`config.mk`:
```
export PLATFORM = sky130hd
export DESIGN_NAME = unit_dispatch
export DESIGN_NICKNAME = d
export VERILOG_FILES = /design/src/rtl/opd_pkg.sv /design/src/rtl/opd_mask_bank.sv /design/src/rtl/opd_match.sv /design/src/rtl/opd_prio.sv /design/src/rtl/unit_dispatch.sv
export SDC_FILE = /design/constraint.sdc
export NUM_CORES = 2
export LEC_CHECK = 0
export ABC_AREA = 0
export CAP_MARGIN = 10
export CORE_MARGIN = 4
export CORE_UTILIZATION = 25
export DETAILED_ROUTE_END_ITERATION = 7
export DONT_BUFFER_PORTS = 1
export HOLD_SLACK_MARGIN = 0.02
export MAX_ROUTING_LAYER = met4
export PLACE_DENSITY = 0.48
export SYNTH_ARGS = -nofsm -noshare
export SYNTH_HDL_FRONTEND = slang
export SYNTH_SLANG_ARGS = --single-unit
```
`constraint.sdc`:
```
create_clock -name clk -period 3.4 [get_ports clk]
set_input_delay 0.68 -clock clk [delete_from_list [all_inputs] [get_ports clk]]
set_output_delay 0.68 -clock clk [all_outputs]
set_load 0.01 [all_outputs]
```
`src/rtl/opd_pkg.sv`:
```
package opd_pkg;
  localparam int OPC_W    = 8;
  localparam int CAP_BITS = 1 << OPC_W;

  // Map bit for an opcode: MSB is opcode 0, so the position is the complement.
  function automatic logic cap_has(input logic [CAP_BITS-1:0] cap,
                                   input logic [OPC_W-1:0] op);
    return cap[~op];
  endfunction

  // Opcodes served by the always-present background unit.
  function automatic logic bg_has(input logic [OPC_W-1:0] op);
    return (op == '0) || (op == '1);
  endfunction

  // Lowest bit index of word k inside the MSB-first map.
  function automatic int word_lsb(input int k, input int word_w);
    return CAP_BITS - word_w * (k + 1);
  endfunction
endpackage

```
`src/rtl/opd_mask_bank.sv`:
```
module opd_mask_bank
  import opd_pkg::*;
#(
  parameter int NUM_UNITS = 4,
  parameter int WORD_W    = 32,
  parameter int IDX_W     = 3,
  parameter int WSEL_W    = 3
) (
  input  logic                               clk,
  input  logic                               rst_n,
  input  logic                               wr_en,
  input  logic [IDX_W-1:0]                   wr_unit,
  input  logic [WSEL_W-1:0]                  wr_word,
  input  logic [WORD_W-1:0]                  wr_data,
  output logic [NUM_UNITS-1:0][CAP_BITS-1:0] caps,
  output logic [NUM_UNITS-1:0]               empty
);
  for (genvar u = 0; u < NUM_UNITS; u++) begin : g_unit
    always_ff @(posedge clk) begin
      if (!rst_n)
        caps[u] <= '0;
      else if (wr_en && wr_unit == IDX_W'(u))
        caps[u][word_lsb(int'(wr_word), WORD_W) +: WORD_W] <= wr_data;
    end
    assign empty[u] = (caps[u] == '0);
  end
endmodule

```
`src/rtl/opd_match.sv`:
```
module opd_match
  import opd_pkg::*;
#(
  parameter int NUM_UNITS = 4
) (
  input  logic [NUM_UNITS-1:0][CAP_BITS-1:0] caps,
  input  logic [OPC_W-1:0]                   opcode,
  output logic [NUM_UNITS:0]                 hit
);
  for (genvar u = 0; u < NUM_UNITS; u++) begin : g_hit
    assign hit[u] = cap_has(caps[u], opcode);
  end
  assign hit[NUM_UNITS] = bg_has(opcode);
endmodule

```
`src/rtl/opd_prio.sv`:
```
module opd_prio #(
  parameter int N     = 5,
  parameter int IDX_W = 3
) (
  input  logic [N-1:0]     cand,
  output logic             found,
  output logic [IDX_W-1:0] idx
);
  always_comb begin
    found = 1'b0;
    idx   = '0;
    for (int i = N - 1; i >= 0; i--) begin
      if (cand[i]) begin
        found = 1'b1;
        idx   = IDX_W'(i);
      end
    end
  end
endmodule

```
`src/rtl/unit_dispatch.sv`:
```
module unit_dispatch
  import opd_pkg::*;
#(
  parameter int NUM_UNITS = 4,
  parameter int WORD_W    = 32,
  localparam int TOTAL    = NUM_UNITS + 1,
  localparam int IDX_W    = $clog2(TOTAL),
  localparam int WSEL_W   = $clog2(CAP_BITS / WORD_W)
) (
  input  logic                 clk,
  input  logic                 rst_n,
  input  logic                 cfg_we,
  input  logic [IDX_W-1:0]     cfg_unit,
  input  logic [WSEL_W-1:0]    cfg_word,
  input  logic [WORD_W-1:0]    cfg_data,
  input  logic [TOTAL-1:0]     unit_busy,
  input  logic                 req_valid,
  input  logic [OPC_W-1:0]     req_opcode,
  output logic                 grant_valid,
  output logic [IDX_W-1:0]     grant_unit,
  output logic                 trap_emul,
  output logic                 stall,
  output logic [NUM_UNITS-1:0] mask_empty
);
  logic [NUM_UNITS-1:0][CAP_BITS-1:0] caps;
  logic [TOTAL-1:0]                   hit_vec;
  logic [TOTAL-1:0]                   free_vec;
  logic                               free_found;
  logic [IDX_W-1:0]                   free_idx;
  logic                               any_hit;

  opd_mask_bank #(
    .NUM_UNITS(NUM_UNITS), .WORD_W(WORD_W), .IDX_W(IDX_W), .WSEL_W(WSEL_W)
  ) u_bank (
    .clk(clk), .rst_n(rst_n), .wr_en(cfg_we), .wr_unit(cfg_unit),
    .wr_word(cfg_word), .wr_data(cfg_data), .caps(caps), .empty(mask_empty)
  );

  opd_match #(.NUM_UNITS(NUM_UNITS)) u_match (
    .caps(caps), .opcode(req_opcode), .hit(hit_vec)
  );

  assign free_vec = hit_vec & ~unit_busy;
  assign any_hit  = |hit_vec;

  opd_prio #(.N(TOTAL), .IDX_W(IDX_W)) u_prio (
    .cand(free_vec), .found(free_found), .idx(free_idx)
  );

  always_ff @(posedge clk) begin
    if (!rst_n) begin
      grant_valid <= 1'b0;
      grant_unit  <= '0;
      trap_emul   <= 1'b0;
      stall       <= 1'b0;
    end else begin
      grant_valid <= req_valid && free_found;
      grant_unit  <= (req_valid && free_found) ? free_idx : '0;
      trap_emul   <= req_valid && !any_hit;
      stall       <= req_valid && any_hit && !free_found;
    end
  end
endmodule

```
Yosys cells after proc, flatten, opt, wreduce, memory -nomap -nowiden
Cells that the tools add are included.

Input port bits: 55. Output and inout port bits: 10. Register bits after elaboration: 1030. Logic and storage cells: 67.

Reduce and logical (&&, ||, !) cells: 21. Add/sub/neg operators: 3. $lt $le $gt $ge: 1. Mux-type cells: 21. Shift operators: 2. Equal/unequal tests: 4. Bitwise operators: 5.

Operator list (number): 256-bit bitwise mux (4); 256-bit zero test (4); 32-bit by 33-bit variable shift with 256-bit output (first input constant) (1); 32-bit by 33-bit indexed part select with 256-bit output (1); 32-bit negation with 33-bit output (1); 1-bit binary-select mux with 8-bit select (4); 10-bit by 32-bit subtractor with 32-bit output (first input constant) (1); 1-bit two-way mux (10); 8-bit by 9-bit less-than comparator with 1-bit output (second input constant) (1); 8-bit == test (second input constant) (1); 1-bit logical AND (8); 8-bit zero test (1); 8-bit NOT (1); 3-bit by 2-bit == test with 1-bit output (second input constant) (2); 6-bit OR reduction (1); 5-bit bitwise AND (1); 5-bit NOT (1); 5-bit OR reduction (1); 3-bit by 1-bit adder with 4-bit output (second input constant) (1); 2-bit two-way mux (2); 4-bit OR reduction (1); 3-bit by 1-bit == test with 1-bit output (second input constant) (1); 3-bit zero test (1); 3-bit two-way mux (1); other kinds (4) (6).

Logic depth before layout (Yosys ltp)
Depth in word-level cells: 12. Depth in mapped cells: 14.

Modules after synthesis
From an unflattened synthesis, not the netlist that was laid out.

Cell total of the unflattened synthesis: 5629. Area, all modules: 50862.5 um2.

Modules (own cells, without submodules): opd_mask_bank (cells each 4980, instances 1, area each 42610.9 um2); opd_match (cells each 621, instances 1, area each 7991.4 um2); unit_dispatch (cells each 20, instances 1, area each 211.5 um2); opd_prio (cells each 8, instances 1, area each 48.8 um2).

Worst setup path before layout
Ideal clock, no wire load.

Kind: input to register. Start point: input req_opcode[2]. End point: register grant_valid. Path buffers: 5. Data required time: 3.280 ns. Arrival: 2.998 ns. Cell stages on the path: 13. Setup time: 0.120 ns. Path slack: 0.282 ns. Path through: buf_6 > buf_6 > buf_6 > buf_6 > buf_2 > mux4_2 > a21oi_1 > nand3_1 > a2111oi_1 > a22oi_1 > nand4_1 > o22ai_2 > o31a_1.

Longest elaborated chain between the ends: 9. Elaborated cells on any way between the ends: 19. Classes of those cells: eq/ne: 1; mux: 13; bitwise: 2; reduce/logical: 3.

Ends and longest elaborated chain: from (decl) (line unit_dispatch.sv:18) `input logic [OPC_W-1:0] req_opcode,`; 8-bit NOT, or another cell as far along (line opd_pkg.sv:8) `return cap[~op];`; 1-bit binary-select mux with 8-bit select or 1-bit logical OR (tied branches) (line opd_pkg.sv:8, opd_pkg.sv:13); 1-bit two-way mux (not written as such) or 5-bit bitwise AND (tied branches) (line opd_pkg.sv:8, unit_dispatch.sv:43); 5-bit bitwise AND (*) (line unit_dispatch.sv:43) `assign free_vec = hit_vec & ~unit_busy;`; 1-bit two-way mux (3 in a row) (line opd_prio.sv:13) `if (cand[i]) begin`; 1-bit two-way mux (*) (line opd_prio.sv:13); 1-bit logical AND (*) (line unit_dispatch.sv:57) `grant_valid <= req_valid && free_found;`; to (signal assigned) (line unit_dispatch.sv:57); to (decl) (line unit_dispatch.sv:19) `output logic grant_valid,`.

Mark *: on every way between the ends. The rest lies on a longest branch, timed or not. The select of a mux whose other input is x is not followed. A chain may end at the register's enable or synchronous reset.

Worst setup path in the final report
Start point: input rst_n. End point: register u_bank.caps[929] in the netlist's numbering.

RTL lines: from (decl) (line unit_dispatch.sv:11) `input logic rst_n,`; to (signal, indexed assignment) (line opd_mask_bank.sv:23) `caps[u][word_lsb(int'(wr_word), WORD_W) +: WORD_W] <= wr_data;`; to (decl) (line opd_mask_bank.sv:15) `output logic [NUM_UNITS-1:0][CAP_BITS-1:0] caps,`.

No word-level cell between the ends.

==> metrics <==
run status finished, violations left; synthesized area 49,400 sq um; number of cells on the worst hold path 1; FF-to-FF path depth 9; violated checks slew limit, setup timing; start point of the worst min-delay path rst_n; post-synthesis simple-gate area fraction about a quarter; TritonRoute pass-1 iters 6; Clock Sinks 1,030; max-cap violations 0; final critical-path setup slack -1.23 ns; IR drop worst, VDD 0.000424 V; actual slew at the worst max-slew pin 6.11 ns; internal reg-to-reg setup slack 0.56 ns; row count roughly 160; synthesis-stage register bit count roughly 1,000; via count of the first global-routing pass 39,700; die extent in x approximately 450 microns; xor/xnor cell area share of the yosys netlist 0%; core area 196,000 sq um; commonest cells after routing, fill and taps aside sky130_fd_sc_hd__nand2_1, sky130_fd_sc_hd__dfxtp_1, sky130_fd_sc_hd__and2_1; clock skew after layout approximately 0.033 ns; cell taking the most area after synthesis sky130_fd_sc_hd__dfxtp_1; total number of yosys warnings 0; max incr delay on CP 1.55 ns; DR DRC count 0; Nets 5,638; maximum buffer depth of the clock tree 3; total congestion overflow after global routing 0; ranking of synthesized cells by area sky130_fd_sc_hd__dfxtp_1, sky130_fd_sc_hd__nand2_1, sky130_fd_sc_hd__mux4_2, sky130_fd_sc_hd__a21boi_0, sky130_fd_sc_hd__and2_1; endpoint type of the worst setup path flip-flop; initial drt markers 4,724; Synth Net Count 5,789; number of flops mapped to enable cells by yosys 0; area after detailed placement between 50,000 and 60,000 sq um; maximum level of the CTS H-tree 3; combinational family with the most area after synthesis simple AND/OR/NAND/NOR gates; Worst Setup Start Kind input pin; headroom to the max-slew limit -307%; detailed-route wire length per cell 25.9 microns; fraction of post-synthesis cell area in the top cell type by area 41.8%; total wire length after detailed routing ~220,000 microns; leading register cell type out of synthesis sky130_fd_sc_hd__dfxtp_1; Layout Area Growth over Synthesis 15.1%; fin. max-slew vios between 900 and 1,000; maximum clock rate 0.216 GHz; Endpoint, Worst Hold u_bank.caps[804]; Hold Violations, Final 0; initial core utilization between 20% and 30%; DP HPWL 133,000 microns; clock tree root buffer cell sky130_fd_sc_hd__clkbuf_16; Reg2Reg Launch Point u_bank.caps[703]; global-route wire length before repair 305,000 microns; worst reg2reg endpoint stall; cell-by-cell listing of the critical path and2_1; most frequent standard cell in the layout excluding fill and tap cells sky130_fd_sc_hd__nand2_1; total CTS buffers 116; power after layout around 27,000 uW; antenna violations before repair 9; sequential fraction of the synthesis area a little over two fifths; post-DR vias/cell 5.17; die height around 450 microns; GR Util All Layers 20.9%; areal power density over the cells 474 nW/um^2; adder and majority cell fraction of the synthesized area less than 1%; number of vias in the routed layout about 43,000; instance count after placement with tap cells included 8,084; TritonCTS clock tree yes; die footprint 205,000 sq um; data required time at the worst endpoint 3.97 ns; maximum fanout along the worst path 1,025; antenna viol nets, final 0; Synth Area in Compound Gates between 10% and 20%; Placer Congestion 0.901; Final Instance Count excl. Fillers 8,303; IO Port Bufs 0; Buffers & Inverters on Critical Path 0; part of the cycle the worst path needs 136%; Layout Utilization between 20% and 30%; Min Clock Period, post-route 4.63 ns; insertion delay to the later sink of the worst-skew pair 0.75 ns; clock-pin transition on the worst setup and hold timing paths around 0.06 ns; pin count of the biggest net entering global routing 1,026; cells after synthesis 5,731; asr flop ratio synth 0%; static leakage 0.0194 uW; path type of the worst min-delay path input pin to flip-flop; worst-path cell with the longest stage delay sky130_fd_sc_hd__and2_1; post-synthesis mux area share ~13%; post-placement worst setup slack -0.0772 ns; Non-Filler Cell Area, Final 56,800 sq um; ports placed on the boundary 65; unrepaired setup endpoints after global routing true; share of final-layout standard cells stronger than drive strength 1 12.5%; count of final setup violators around 560; count of different cell masters after synthesis 70; Mean Syn Cell Area approximately 8.6 sq um; kind of cell adding the most delay to the critical path simple AND/OR/NAND/NOR gates; Worst Setup Path Type input pin to flip-flop; data arrival at the endpoint of the critical path roughly 5.2 ns
-- how the worst max path moves through the flow --
| stage | cells past startpoint | startpoint | slack, ns | to |
|---|---|---|---|---|
| finish | 1 | rst_n | -1.23 | u_bank.caps[929] |
| global route | 5 | u_bank.caps[880] | -0.08 | mask_empty[3] |
| CTS | 9 | u_bank.caps[722] | -0.009 | mask_empty[2] |
| detailed placement | 10 | req_opcode[0] | -0.08 | stall |
| global placement | 9 | req_opcode[0] | -0.06 | grant_valid |
| floorplan | 13 | req_opcode[2] | 0.28 | grant_valid |
-- sequential cells by signal, indices dropped and copies added (netlist names) --
| register | flops |
|---|---|
| grant_unit | 3 |
| grant_valid | 1 |
| stall | 1 |
| trap_emul | 1 |
| u_bank.caps | 1024 |
-- synthesized netlist by cell type (12+ instances only) --
library cell	number
sky130_fd_sc_hd__mux4_2	194
sky130_fd_sc_hd__dfxtp_1	1030
sky130_fd_sc_hd__mux4_1	38
sky130_fd_sc_hd__mux2_2	13
sky130_fd_sc_hd__o21ai_0	521
sky130_fd_sc_hd__a22oi_1	49
sky130_fd_sc_hd__nand3_1	26
sky130_fd_sc_hd__nor4_1	275
sky130_fd_sc_hd__and2_1	522
sky130_fd_sc_hd__buf_4	27
sky130_fd_sc_hd__clkbuf_1	402
sky130_fd_sc_hd__nand2_1	1671
sky130_fd_sc_hd__nand4_1	76
sky130_fd_sc_hd__a21oi_1	24
sky130_fd_sc_hd__buf_6	20
sky130_fd_sc_hd__nor2b_1	25
sky130_fd_sc_hd__buf_2	25
sky130_fd_sc_hd__mux2i_1	80
sky130_fd_sc_hd__nor2_1	46
sky130_fd_sc_hd__a21boi_0	512
sky130_fd_sc_hd__nand2b_1	12
-- layer usage --
layer / wire (microns) / part of all wire, % / GRT usage, %
met4: 8970 / 4.2 / 8.09
met3: 17400 / 8.1 / 3.91
met5: 0 / 0 / -
met2: 97200 / 45 / 32.0
met1: 91800 / 43 / 27.3
-- timing repair --
item,in CTS,in global routing
hold buffers,1,0
setup buffers,1,0
endpoints found under the hold margin,1,0
setup endpoints to repair,4,4
pin swaps,11,9
gates resized for setup,66,22
-- per-stage QoR --
stage / hold slack [ns] / setup TNS [ns]
detailed placement: 0.469 / -0.228
CTS: 0.0393 / -0.00897
finish: 0.0738 / -345.49
floorplan: 0.451 / 0
global placement: 0.462 / -0.315
global route: 0.0702 / -0.124
-- cell families (layout without fill, tap and decap cells) --
kind of cell / after synthesis / after routing
AND/OR/NAND/NOR: 2703 / 2703
adder cells (fa/ha/maj): 3 / 3
AO/OA/AOI/OAI: 1179 / 1179
buffers and inverters: 491 / 435
multiplexers: 325 / 325
other: 0 / 4
flip-flops: 1030 / 1030
-- cell type report --
| class | count | area [sq um] |
|---|---|---|
| clock buffers | 178 | 3560 |
| flip-flops and latches | 1030 | 20600 |
| multi-input cells | 4210 | 27100 |
| fillers | 20700 | 139000 |
| well taps | 2624 | 3280 |
| repair buffers | 213 | 1730 |
| inverters | 9 | 33.8 |
| diodes | 4 | 10.0 |
| clock inverters | 35 | 509 |
-- power by group --
group | internal (uW) | switching [uW] | leakage [uW]
logic | 575 | 677 | 0.00906
clock network | 8130 | 5460 | 0.00202
registers | 12100 | 29.1 | 0.00830
total | 20800 | 6170 | 0.0194
(Power assumes the default switching activity.)
